### src/rtl/catchup_pkg.sv
package catchup_pkg;

  // Strobes from the control FSM to the capture datapath
  typedef struct packed {
    logic bankClr;   // empty the capture bank
    logic bankEn;    // allow new rising captures
    logic posLatch;  // load the encoded boundary index
    logic posClr;    // zero the index register
  } catchStrobes_t;

  typedef enum logic {
    ST_WATCH = 1'b0,
    ST_HELD  = 1'b1
  } catchState_e;

endpackage

### src/rtl/catchup_dp.sv
module catchup_dp
  import catchup_pkg::*;
#(
  parameter int NUM_TAPS = 30,
  parameter int POS_W    = $clog2(NUM_TAPS)
) (
  input  logic                clk,
  input  logic                rstN,
  input  logic [NUM_TAPS-1:0] arbIn,
  input  catchStrobes_t       strb,
  output logic                found,
  output logic [POS_W-1:0]    posOut
);

  logic [NUM_TAPS-1:0] prevArb;
  logic [NUM_TAPS-1:0] riseHit;
  logic [NUM_TAPS-1:0] bank;
  logic [NUM_TAPS-1:0] matchVec;
  logic [POS_W-1:0]    matchIdx;

  // Previous sample of every tap, always tracking, for edge detection
  always_ff @(posedge clk or negedge rstN) begin
    if (!rstN) prevArb <= '0;
    else       prevArb <= arbIn;
  end

  assign riseHit = arbIn & ~prevArb;

  // Sticky capture bank: only rising changes set a bit
  always_ff @(posedge clk or negedge rstN) begin
    if (!rstN)             bank <= '0;
    else if (strb.bankClr) bank <= '0;
    else if (strb.bankEn)  bank <= bank | riseHit;
  end

  // Three-tap boundary pattern: set bit above two clear bits
  for (genvar g = 0; g < NUM_TAPS; g++) begin : g_pat
    if (g < 2) begin : g_low
      assign matchVec[g] = 1'b0;
    end else begin : g_mid
      assign matchVec[g] = bank[g] & ~bank[g-1] & ~bank[g-2];
    end
  end

  assign found = |matchVec;

  // Lowest-index priority encoder
  always_comb begin
    matchIdx = '0;
    for (int i = NUM_TAPS - 1; i >= 0; i--) begin
      if (matchVec[i]) matchIdx = POS_W'(i);
    end
  end

  always_ff @(posedge clk or negedge rstN) begin
    if (!rstN)              posOut <= '0;
    else if (strb.posClr)   posOut <= '0;
    else if (strb.posLatch) posOut <= matchIdx;
  end

endmodule

### src/rtl/catchup_ctrl.sv
module catchup_ctrl
  import catchup_pkg::*;
(
  input  logic          clk,
  input  logic          rstN,
  input  logic          clear,
  input  logic          corrClr,
  input  logic          found,
  output catchStrobes_t strb,
  output logic          held
);

  catchState_e state, stateNext;
  logic        watching;

  assign watching = (state == ST_WATCH);

  always_comb begin
    strb.bankClr  = clear | (corrClr & watching);
    strb.bankEn   = watching & ~clear & ~corrClr;
    strb.posLatch = watching & found & ~clear & ~corrClr;
    strb.posClr   = clear;
  end

  always_comb begin
    stateNext = state;
    if (clear)              stateNext = ST_WATCH;
    else if (strb.posLatch) stateNext = ST_HELD;
  end

  always_ff @(posedge clk or negedge rstN) begin
    if (!rstN) state <= ST_WATCH;
    else       state <= stateNext;
  end

  assign held = (state == ST_HELD);

endmodule

### src/rtl/catchup_encoder.sv
module catchup_encoder
  import catchup_pkg::*;
#(
  parameter int NUM_TAPS = 30,
  localparam int POS_W   = $clog2(NUM_TAPS)
) (
  input  logic                clk,
  input  logic                rstN,
  input  logic                clear,
  input  logic                corrClr,
  input  logic [NUM_TAPS-1:0] arbIn,
  output logic                catchValid,
  output logic [POS_W-1:0]    catchPos
);

  catchStrobes_t strb;
  logic          found;

  catchup_ctrl u_ctrl (
    .clk     (clk),
    .rstN    (rstN),
    .clear   (clear),
    .corrClr (corrClr),
    .found   (found),
    .strb    (strb),
    .held    (catchValid)
  );

  catchup_dp #(
    .NUM_TAPS (NUM_TAPS),
    .POS_W    (POS_W)
  ) u_dp (
    .clk    (clk),
    .rstN   (rstN),
    .arbIn  (arbIn),
    .strb   (strb),
    .found  (found),
    .posOut (catchPos)
  );

endmodule

### config.mk
export PLATFORM = sky130hd
export DESIGN_NAME = catchup_encoder
export DESIGN_NICKNAME = d
export VERILOG_FILES = /design/src/rtl/catchup_pkg.sv /design/src/rtl/catchup_dp.sv /design/src/rtl/catchup_ctrl.sv /design/src/rtl/catchup_encoder.sv
export SDC_FILE = /design/constraint.sdc
export NUM_CORES = 1
export LEC_CHECK = 0
export BUFFER_PORTS_ARGS = -buffer_cell sky130_fd_sc_hd__buf_2
export CAP_MARGIN = 30
export CELL_PAD_IN_SITES_DETAIL_PLACEMENT = 0
export CELL_PAD_IN_SITES_GLOBAL_PLACEMENT = 1
export CORE_MARGIN = 5
export CORE_UTILIZATION = 40
export DETAILED_ROUTE_END_ITERATION = 8
export MAX_ROUTING_LAYER = met4
export PLACE_DENSITY = 0.82
export SYNTH_ARGS = -nofsm -noshare
export SYNTH_HDL_FRONTEND = slang
export SYNTH_SLANG_ARGS = --single-unit
### constraint.sdc
create_clock -name clk -period 1.9 [get_ports clk]
set_input_delay 0.285 -clock clk [delete_from_list [all_inputs] [get_ports clk]]
set_output_delay 0.285 -clock clk [all_outputs]
set_load 0.03 [all_outputs]
==> key figures <==
Outcome
  • Status: completed

Die
  • Initial Utilization: between 40% and 50%
  • Core Area: 7176 um^2
  • Die area: 9078 um^2
  • Die Y: approximately 95 um
  • Die width: 95.28 um
  • Io pins: 40
  • Row count: 31

Synth
  • Cell taking the most area after synthesis: dfrtp_1
  • Post-synth top area share: between 50 and 60%
  • Top_reg_cell synth: dfrtp_1
  • Seq/Total Area, Yosys: between 50% and 60%
  • Top cells by area, synth: dfrtp_1 (57%), nor2_1 (6.6%), a31oi_1 (6.5%)
  • Syn_nets: 318
  • YS warnings: 0
  • EDFF count, synth: 0
  • Yosys reg bits: 66
  • Post-Synthesis Cells: 284
  • Syn_area_per_cell: 10.24 um^2
  • Area of the mapped netlist: 2909 um^2
  • Synth unique cells: between 40 and 50
  • Synth async-reset ratio: 100.0%

GRT
  • Initial antenna violation count: 0
  • GRT Overall Usage: 15.40%
  • Pin count of the biggest net entering global routing: 40
  • Number of global-route vias before repair: between 2,000 and 2,500
  • First-pass GRT wire length: approximately 10,000 um
  • Grt total ovfl: 0

Power
  • P per Cell Area: 970.2 nW/um^2
  • Combinational Power Share: approximately 16%
  • Sw frac: 26.36%
  • Leakage: 1.675 nW
  • Sequential share of power: 44.5%
  • Cell Int Power: 2.573 mW
  • NetSw: 920.8 uW
  • Power share of the clock group: 39.2%
  • Peak VDD IR: about 0.38 mV

Clocking
  • Root buffer cell: clkbuf_8
  • Clk pin slew, worst setup/hold paths: around 0.070 ns
  • Clk sinks: 66
  • TritonCTS clock tree: built
  • H-tree depth: 3
  • Num CTS Buffers: 9
  • Maximum clock insertion buffer count: 2
  • Clk_lat worst skew: 0.35 ns

Worst setup path
  • R2r setup slk: between 0.1 and 0.15 ns
  • CP Data Required Time: approximately 2.1 ns
  • Worst setup EP type: register
  • Setup crit start kind: register
  • Critical path class: reg2reg
  • Critical path peak fanout: 6
  • Worst r2r dst: u_dp.posOut[2]$_DFFE_PN0P_
  • Worst reg2reg path startpoint: u_dp.bank[12]$_DFFE_PN0P_
  • R2R cell count: 6
  • Data arrival time of the critical path: roughly 2.0 ns

Route
  • Vias per std cell: 4.989
  • DRT Pass-1 Iters: 4
  • Remaining antenna violation count: 0
  • Vias: 2,225
  • DRT Wirelength: between 6000 and 7000 um
  • WL/cell: between 10 and 15 um
  • DRC: 0
  • DR iter-0 viols: 106

Timing
  • Crit path time final: 1.792 ns
  • Final cycle utilization of the critical path: 94.31%
  • TNS Setup: 0 ns
  • Min Hold Slack: about 0.048 ns
  • Fmax achieved: between 500 and 600 MHz
  • Fin. Hold Viols: 0
  • Pins Over Slew Limit: 0
  • Relative slew slack: 67.53%
  • Measured slew at the worst slew-check pin: 0.4748 ns
  • Final setup violation count: 0
  • Clk_skew: 0.008060 ns

Finish
  • Fill cells: 674
  • Reg area: 1659 um^2
  • Final nets: 376
  • Multi-input gate area: 1157 um^2
  • # diodes: 0
  • Share of layout cells above drive strength 1: about 27%
  • Syn-to-layout area delta: 23.78%

Placed design
  • Placer Congestion: 0.8343
  • Post-DP HPWL: between 4000 and 5000 um
  • Count of input and output buffers: 39

Min path
  • Hold Crit Depth: 1
  • Hold Startpoint: arbIn[4]
  • Hold Crit Class: in2reg
  • WHS Endpoint: u_dp.prevArb[4]$_DFF_PN0_

Job
  • MaxCap Viol Count: 0
layout by cell type (no fill, tap or decap), types with 4 or more instances in the layout:
| cell type | netlist | routed |
|---|---|---|
| a21oi_1 | 11 | 10 |
| a21oi_2 | 5 | 5 |
| a31oi_1 | 30 | 30 |
| buf_2 | 0 | 39 |
| buf_4 | 0 | 12 |
| clkbuf_8 | 0 | 12 |
| dfrtp_1 | 66 | 60 |
| dfrtp_2 | 0 | 6 |
| inv_1 | 34 | 34 |
| nand2_1 | 4 | 4 |
| nand2b_1 | 17 | 17 |
| nor2_1 | 51 | 51 |
| nor3b_1 | 5 | 4 |
| o21ai_0 | 8 | 7 |
critical path, cell delays in order, from the launching register on:
cell,delay (ns)
dfrtp_1,0.41
nand2b_1,0.17
a21oi_2,0.11
or4_1,0.51
a21oi_1,0.14
o211ai_1,0.11
a41o_1,0.24
power groups by stage:
stage	sequential (mW)	clock [mW]	combinational (mW)
4_1_cts	1.55	1.40	0.540
6_report	1.56	1.37	0.569
3_3_place_gp	1.57	0	0.528
3_5_place_dp	1.58	0	0.536
5_1_grt	1.57	1.45	0.635
2_1_floorplan	1.60	0	0.328
state kept, by name, summed over array words and instances (netlist names):
name,cells
u_dp.bank,30
u_dp.prevArb,30
u_dp.posOut,5
u_ctrl.held,1
cells by family after synthesis:
group | count (synthesis) | share of synthesized area (%)
simple gates | 97 | 17.76
flops | 66 | 56.77
mux | 2 | 0.6882
compound gates | 79 | 19.61
buf+inv | 40 | 5.161
per-layer routing:
| layer | wire length [um] | track usage [%] | vias up | share of wire (%) |
|---|---|---|---|---|
| met4 | 114 | 5.769 | 0 | 1.8 |
| met5 | 0 | - | - | 0 |
| met1 | 2927 | 19.36 | 1056 | 47 |
| met2 | 2859 | 22.92 | 44 | 46 |
| li1 | - | - | 1114 | - |
| met3 | 338 | 5.367 | 11 | 5.4 |
Yosys cell counts (all sizes together) (3+ instances only):
library cell and instances:
a211oi 3, nor3b 5, inv 34, nor2 52, a31oi 30, o21ai 8, dfrtp 66, nor4 3
clkbuf 6, nand2b 18, a21oi 16, nand2 4, nor3 3
layout make-up:
class | instances | area share [%]
inverters | 34 | 3.544
repair buffers | 52 | 8.200
well taps | 99 | 3.440
clock inverters | 4 | 2.015
clock buffers | 12 | 4.587
multi-input cells | 179 | 32.14
flip-flops and latches | 66 | 46.07
stage by stage:
stage          instances  area, um^2  power, mW  util (%)  worst slack (ns)
5_1_grt              446        3601      3.654     50.18         -0.002943
2_1_floorplan        284        2909      1.923         -            0.2386
3_3_place_gp         426        3284      2.103     45.77           0.08994
6_report             446        3601      3.494     50.18            0.1081
4_1_cts              443        3532      3.491     49.22          0.006139
3_5_place_dp         426        3284      2.114     45.77           0.03087
how the worst max path moves through the flow:
stage | slack, ns | cells after the start | endpoint | from
2_1_floorplan | 0.24 | 6 | u_dp.posOut[2]$_DFFE_PN0P_ | u_dp.bank[10]$_DFFE_PN0P_
3_3_place_gp | 0.09 | 6 | u_dp.posOut[0]$_DFFE_PN0P_ | u_dp.bank[16]$_DFFE_PN0P_
3_5_place_dp | 0.03 | 6 | u_dp.posOut[0]$_DFFE_PN0P_ | u_dp.bank[16]$_DFFE_PN0P_
4_1_cts | 0.006 | 6 | u_dp.posOut[0]$_DFFE_PN0P_ | u_dp.bank[16]$_DFFE_PN0P_
5_1_grt | -0.003 | 7 | u_dp.posOut[4]$_DFFE_PN0P_ | u_dp.bank[11]$_DFFE_PN0P_
6_report | 0.11 | 6 | u_dp.posOut[2]$_DFFE_PN0P_ | u_dp.bank[12]$_DFFE_PN0P_
timing repair:
item | CTS | global route
hold buffers | 1 | 0
endpoints found under the hold margin | 27 | 0
endpoints found under the setup margin | 0 | 5
buffers inserted | 0 | 2
gates resized for setup | 0 | 11
No activity file was read; power rests on OpenSTA's default activity.
